<file path="src/rtl/rxim_pkg.sv">
package rxim_pkg;
  typedef struct packed {
    logic eopEvt;     // finished frame (end-of-packet completion)
    logic loadPkt;    // reload per-frame timer
    logic armAbs;     // request absolute timer arm (taken only if idle)
    logic immediate;  // both delays zero: raise timer cause now
    logic wbCheck;    // any completion: evaluate writeback
  } ctrl_strobe_t;
endpackage

</file>
<file path="src/rtl/rxim_ctrl.sv">
module rxim_ctrl
  import rxim_pkg::*;
#(
  parameter int DLY_W = 8
) (
  input  logic             frameDone,
  input  logic             frameEop,
  input  logic [DLY_W-1:0] pktDelay,
  input  logic [DLY_W-1:0] absDelay,
  output ctrl_strobe_t     strobe
);
  logic pktOn;
  logic absOn;

  always_comb begin
    pktOn            = (pktDelay != '0);
    absOn            = (absDelay != '0);
    strobe.eopEvt    = frameDone && frameEop;
    strobe.loadPkt   = strobe.eopEvt && pktOn;
    strobe.armAbs    = strobe.eopEvt && absOn;
    strobe.immediate = strobe.eopEvt && !pktOn && !absOn;
    strobe.wbCheck   = frameDone;
  end
endmodule

</file>
<file path="src/rtl/rxim_datapath.sv">
module rxim_datapath
  import rxim_pkg::*;
#(
  parameter int LEN_W  = 14,
  parameter int RING_W = 12,
  parameter int DLY_W  = 8
) (
  input  logic              clk,
  input  logic              rstN,
  input  ctrl_strobe_t      strobe,
  input  logic              intTick,
  input  logic [LEN_W-1:0]  frameLen,
  input  logic [LEN_W-1:0]  smallThresh,
  input  logic [RING_W-1:0] descLeft,
  input  logic [RING_W-1:0] ringLen,
  input  logic              fifoEmpty,
  input  logic [1:0]        threshSel,
  input  logic [DLY_W-1:0]  pktDelay,
  input  logic [DLY_W-1:0]  absDelay,
  output logic              rxTimerIrq,
  output logic              smallPktIrq,
  output logic              minThreshIrq,
  output logic              wbReq
);
  localparam logic [DLY_W-1:0] ONE = DLY_W'(1);

  logic [DLY_W-1:0]  pktCnt, absCnt;
  logic [DLY_W-1:0]  pktNext, absNext;
  logic              absLoad, pktFire, absFire, timerFire;
  logic [RING_W-1:0] ringFrac;
  logic              fracValid;

  // timer sequencing
  always_comb begin
    absLoad   = strobe.armAbs && (absCnt == '0);
    pktFire   = intTick && (pktCnt == ONE) && !strobe.loadPkt;
    absFire   = intTick && (absCnt == ONE);
    timerFire = pktFire || absFire;

    if (strobe.loadPkt)              pktNext = pktDelay;
    else if (timerFire)              pktNext = '0;
    else if (intTick && pktCnt != 0) pktNext = pktCnt - ONE;
    else                             pktNext = pktCnt;

    if (absLoad)                     absNext = absDelay;
    else if (timerFire)              absNext = '0;
    else if (intTick && absCnt != 0) absNext = absCnt - ONE;
    else                             absNext = absCnt;
  end

  // ring fraction by shifting
  always_comb begin
    fracValid = 1'b1;
    unique case (threshSel)
      2'd0:    ringFrac = ringLen >> 1;
      2'd1:    ringFrac = ringLen >> 2;
      2'd2:    ringFrac = ringLen >> 3;
      default: begin
        ringFrac  = '0;
        fracValid = 1'b0;
      end
    endcase
  end

  always_ff @(posedge clk or negedge rstN) begin
    if (!rstN) begin
      pktCnt       <= '0;
      absCnt       <= '0;
      rxTimerIrq   <= 1'b0;
      smallPktIrq  <= 1'b0;
      minThreshIrq <= 1'b0;
      wbReq        <= 1'b0;
    end else begin
      pktCnt       <= pktNext;
      absCnt       <= absNext;
      rxTimerIrq   <= timerFire || strobe.immediate;
      smallPktIrq  <= strobe.eopEvt && (frameLen <= smallThresh);
      minThreshIrq <= strobe.eopEvt && fracValid && (descLeft <= ringFrac);
      wbReq        <= strobe.wbCheck && (fifoEmpty || descLeft == '0);
    end
  end
endmodule

</file>
<file path="src/rtl/rx_irq_moderator.sv">
module rx_irq_moderator
  import rxim_pkg::*;
#(
  parameter int LEN_W  = 14,
  parameter int RING_W = 12,
  parameter int DLY_W  = 8
) (
  input  logic              clk,
  input  logic              rstN,
  input  logic              frameDone,
  input  logic              frameEop,
  input  logic [LEN_W-1:0]  frameLen,
  input  logic [RING_W-1:0] descLeft,
  input  logic [RING_W-1:0] ringLen,
  input  logic              fifoEmpty,
  input  logic [DLY_W-1:0]  pktDelay,
  input  logic [DLY_W-1:0]  absDelay,
  input  logic [LEN_W-1:0]  smallThresh,
  input  logic [1:0]        threshSel,
  input  logic              intTick,
  output logic              rxTimerIrq,
  output logic              smallPktIrq,
  output logic              minThreshIrq,
  output logic              wbReq
);
  ctrl_strobe_t strobe;

  rxim_ctrl #(.DLY_W(DLY_W)) i_ctrl (
    .frameDone (frameDone),
    .frameEop  (frameEop),
    .pktDelay  (pktDelay),
    .absDelay  (absDelay),
    .strobe    (strobe)
  );

  rxim_datapath #(.LEN_W(LEN_W), .RING_W(RING_W), .DLY_W(DLY_W)) i_dp (
    .clk          (clk),
    .rstN         (rstN),
    .strobe       (strobe),
    .intTick      (intTick),
    .frameLen     (frameLen),
    .smallThresh  (smallThresh),
    .descLeft     (descLeft),
    .ringLen      (ringLen),
    .fifoEmpty    (fifoEmpty),
    .threshSel    (threshSel),
    .pktDelay     (pktDelay),
    .absDelay     (absDelay),
    .rxTimerIrq   (rxTimerIrq),
    .smallPktIrq  (smallPktIrq),
    .minThreshIrq (minThreshIrq),
    .wbReq        (wbReq)
  );
endmodule

</file>
<file path="config.mk">
export PLATFORM = sky130hd
export DESIGN_NAME = rx_irq_moderator
export DESIGN_NICKNAME = d
export VERILOG_FILES = /design/src/rtl/rxim_pkg.sv /design/src/rtl/rxim_ctrl.sv /design/src/rtl/rxim_datapath.sv /design/src/rtl/rx_irq_moderator.sv
export SDC_FILE = /design/constraint.sdc
export NUM_CORES = 1
export LEC_CHECK = 0
export ABC_AREA = 1
export BUFFER_PORTS_ARGS = -buffer_cell sky130_fd_sc_hd__buf_2
export CAP_MARGIN = 30
export CORE_ASPECT_RATIO = 0.5
export CORE_MARGIN = 1
export CORE_UTILIZATION = 45
export CTS_CLUSTER_DIAMETER = 100
export CTS_CLUSTER_SIZE = 24
export DETAILED_ROUTE_END_ITERATION = 7
export PLACE_DENSITY = 0.85
export SYNTH_ARGS = -nofsm -noshare
export SYNTH_HDL_FRONTEND = slang
export SYNTH_SLANG_ARGS = --single-unit
</file>
<file path="constraint.sdc">
create_clock -name clk -period 2.2 [get_ports clk]
set_input_delay 0.44 -clock clk [delete_from_list [all_inputs] [get_ports clk]]
set_output_delay 0.44 -clock clk [all_outputs]
set_load 0.02 [all_outputs]
</file>
==> run_results.csv <==
group,metric,value,unit
outcome,status,"finished clean",
synth,netlist_area,0.00239,sq mm
timing,fin_crit,1.84,ns
synth,ys_ff_latch,20,
route,firstDrtPassIters,4,
critical_path,startpoint_type,"primary input",
layout,syn_to_final_growth,22.5,%
timing,skew,0.00592,ns
clock_tree,postCtsSetupRepairBufs,0,
route,drtAntennaViolNets,0,
power,peakVddDrop,0.372,mV
grt,grt_max_degree,21,
synth,yosys-top-cells-area,"dfrtp_1 (21%), nand2_1 (17%), ha_1 (15%), inv_1 (8.3%), nor2_1 (5.7%)",
synth,yosysTopAreaCellShare,21.0,%
critical_path,cp_slowest_stage_delay,0.30,ns
clock_tree,clkSinkCount,20,
floorplanning,die_w,105,microns
clock_tree,hold_buffers,0,
floorplanning,die_area,0.00562,sq mm
synth,yosys_warnings,0,
power,cellLeakagePower,1.71,nW
route,via_count,2522,
placed_design,place_ws,0.111,ns
synth,synth.distinct_cells,33,
clock_tree,path_clk_slew,0.07,ns
timing,drv_slew,0,
synth,yosys.area.top_type,"dfrtp_1",
critical_path,cp_num_buf_inv,4,
clock_tree,htree_levels,1,
layout,antenna_cells,0,
timing,fin_ws,0.361,ns
grt,first_global_vias,2185,
synth,postSynthCellCount,361,
route,first_iter_violations,92,
grt,track_usage,20.7,%
placed_design,gp_congestion,0.833,
min_path,hold_class,"primary input to asynchronous set/reset pin",
layout,final_cell_mix,"nand2_1 (111), buf_2 (78), inv_1 (53)",
layout,finish.utilization,58.2,%
layout,drive_gt1_share,24.8,%
route,wirelength,5560,microns
route,vias_per_cell,4.91,
timing,worstMarginPinSlew,0.453,ns
synth,synth_fp_nets,466,
synth,syn_avg_cell_area,6.62,sq um
floorplanning,fp.dieH,53.5,microns
floorplanning,start_util,47.6,%
critical_path,worstPathRequired,2.35,ns
placed_design,port_buffers,78,
timing,fmax,544,MHz
timing,final-hold-violation-count,0,
floorplanning,rows,18,
critical_path,cp_top_family,"simple AND/OR/NAND/NOR gates",
clock_tree,cts_tree,"yes",
timing,period_share,83.6,%
grt,overflow,0,
clock_tree,root_buffer,"clkbuf_8",
clock_tree,cts_resized,0,
timing,hold_slack,0.118,ns
route,routedWlPerCell,10.8,microns
synth,ys_seq_area_share,21.0,%
critical_path,setup.worst_path.end_class,"flip-flop",
critical_path,crit_type,"primary input to flip-flop",
timing,finalSetupTns,0,ns
power,powerDensity,762,mW/mm^2
critical_path,path_cells,"buf_2 > inv_1 > nor2_1 > buf_4 > inv_1 > o22ai_1 > a21oi_1 > ha_1 > nand2_1 > nor3_1 > nand2_1 > nand4_1 > a21oi_1",
floorplanning,ioPinCount,80,
critical_path,crit_fanout,8,
route,drc_errors,0,
clock_tree,clk_latency,0.26,ns
grt,grt_pass1_wl,9270,microns
timing,slew_headroom,69.8,%
clock_tree,cts_buffers,3,
clock_tree,cts_max_path_buffers,2,
flow_run,drv_cap,0,
layout,nets,550,
layout,final_common_cell,"nand2_1",
critical_path,worstPathArrival,1.99,ns
floorplanning,core,0.00502,sq mm
grt,antenna_found_initial,0,
critical_path,critPathSlowestCell,"nor3_1",
placed_design,dp_hpwl,4720,microns
timing,finalSetupViolations,0,
timing,rsz0062_at_grt,"no",
## kinds of logic (layout without fill, tap and decap cells)
kind of cell / Yosys count / after routing / synth area share [%]
xor+xnor: 9 / 9 / 3.30
compound gates: 46 / 46 / 11.5
fa+ha+maj: 29 / 29 / 15.2
buf+inv: 58 / 141 / 9.43
flops: 20 / 20 / 21.0
simple gates: 199 / 199 / 39.7
## routing by layer
metal  share of wire (%)  track usage (%)  vias up
met2                  47             38.5       58
li1                    -                -     1335
met4                0.45             4.23        0
met3                 4.2             3.08        4
met5                   0                0        -
met1                  48             26.3     1125
## path summary, 6_finish.rpt
| check | cells past startpoint | slack [ns] | startpoint | endpoint |
|---|---|---|---|---|
| setup / recovery | 13 | 0.36 | threshSel[0] | i_dp.minThreshIrq |
| max in group asynchronous | 1 | 1.77 | rstN | i_dp.pktCnt[2] |
| setup reg to reg | 9 | 0.51 | i_dp.absCnt[0] | i_dp.absCnt[2] |
| hold / removal | 1 | 0.12 | rstN | i_dp.pktCnt[1] |
| min in group clk | 3 | 0.41 | frameDone | i_dp.wbReq |
| hold reg to reg | 2 | 0.54 | i_dp.pktCnt[1] | i_dp.pktCnt[1] |
## power by group
group	switching (mW)	internal (mW)	total (mW)
Sequential	0.177	0.513	0.689
Combinational	0.736	0.525	1.26
Clock	0.121	0.159	0.281
Total	1.03	1.20	2.23
## flip-flops by register name, summed over array words and instances, names as in the netlist
register / count
i_dp.smallPktIrq: 1
i_dp.rxTimerIrq: 1
i_dp.wbReq: 1
i_dp.pktCnt: 8
i_dp.minThreshIrq: 1
i_dp.absCnt: 8
## synth_stat cells
| cell | n |
|---|---|
| nand2_1 | 111 |
| inv_1 | 53 |
| nor2_1 | 36 |
| ha_1 | 29 |
| dfrtp_1 | 20 |
| nand3_1 | 19 |
| o21ai_0 | 17 |
| a21oi_1 | 14 |
| a221oi_1 | 7 |
| xor2_1 | 7 |
| nand4_1 | 5 |
| nor2_4 | 5 |
| inv_2 | 4 |
| nand3_2 | 4 |
| nand2_4 | 3 |
| nor2_2 | 3 |
| nor3_1 | 3 |
| nor4_1 | 3 |
| nand2_2 | 2 |
| nor2_8 | 2 |
| xnor2_1 | 2 |
| a21o_1 | 1 |
| a22o_1 | 1 |
| a31oi_1 | 1 |
| buf_6 | 1 |
| nand2_8 | 1 |
| nand3b_1 | 1 |
| o211ai_1 | 1 |
| o21ai_1 | 1 |
| o21ai_2 | 1 |
| o21bai_1 | 1 |
| o22ai_1 | 1 |
| or2_2 | 1 |
## through the flow
step / cell area, sq um / total power [mW] / cells
finish: 2930 / 2.23 / 514
global route: 2930 / 2.48 / 514
CTS: 2930 / 2.23 / 514
detailed placement: 2870 / 1.94 / 510
global placement: 2870 / 1.89 / 510
floorplan: 2390 / 1.64 / 361
## area by class of cell
| type | count | area [sq um] |
|---|---|---|
| sequential | 20 | 500 |
| fill | 495 | 2100 |
| tap | 70 | 87.6 |
| clock buffer | 4 | 55.1 |
| multi-input combinational | 283 | 1660 |
| timing repair buffer | 80 | 405 |
| inverter | 57 | 214 |
No activity file was read; power rests on OpenSTA's default activity.
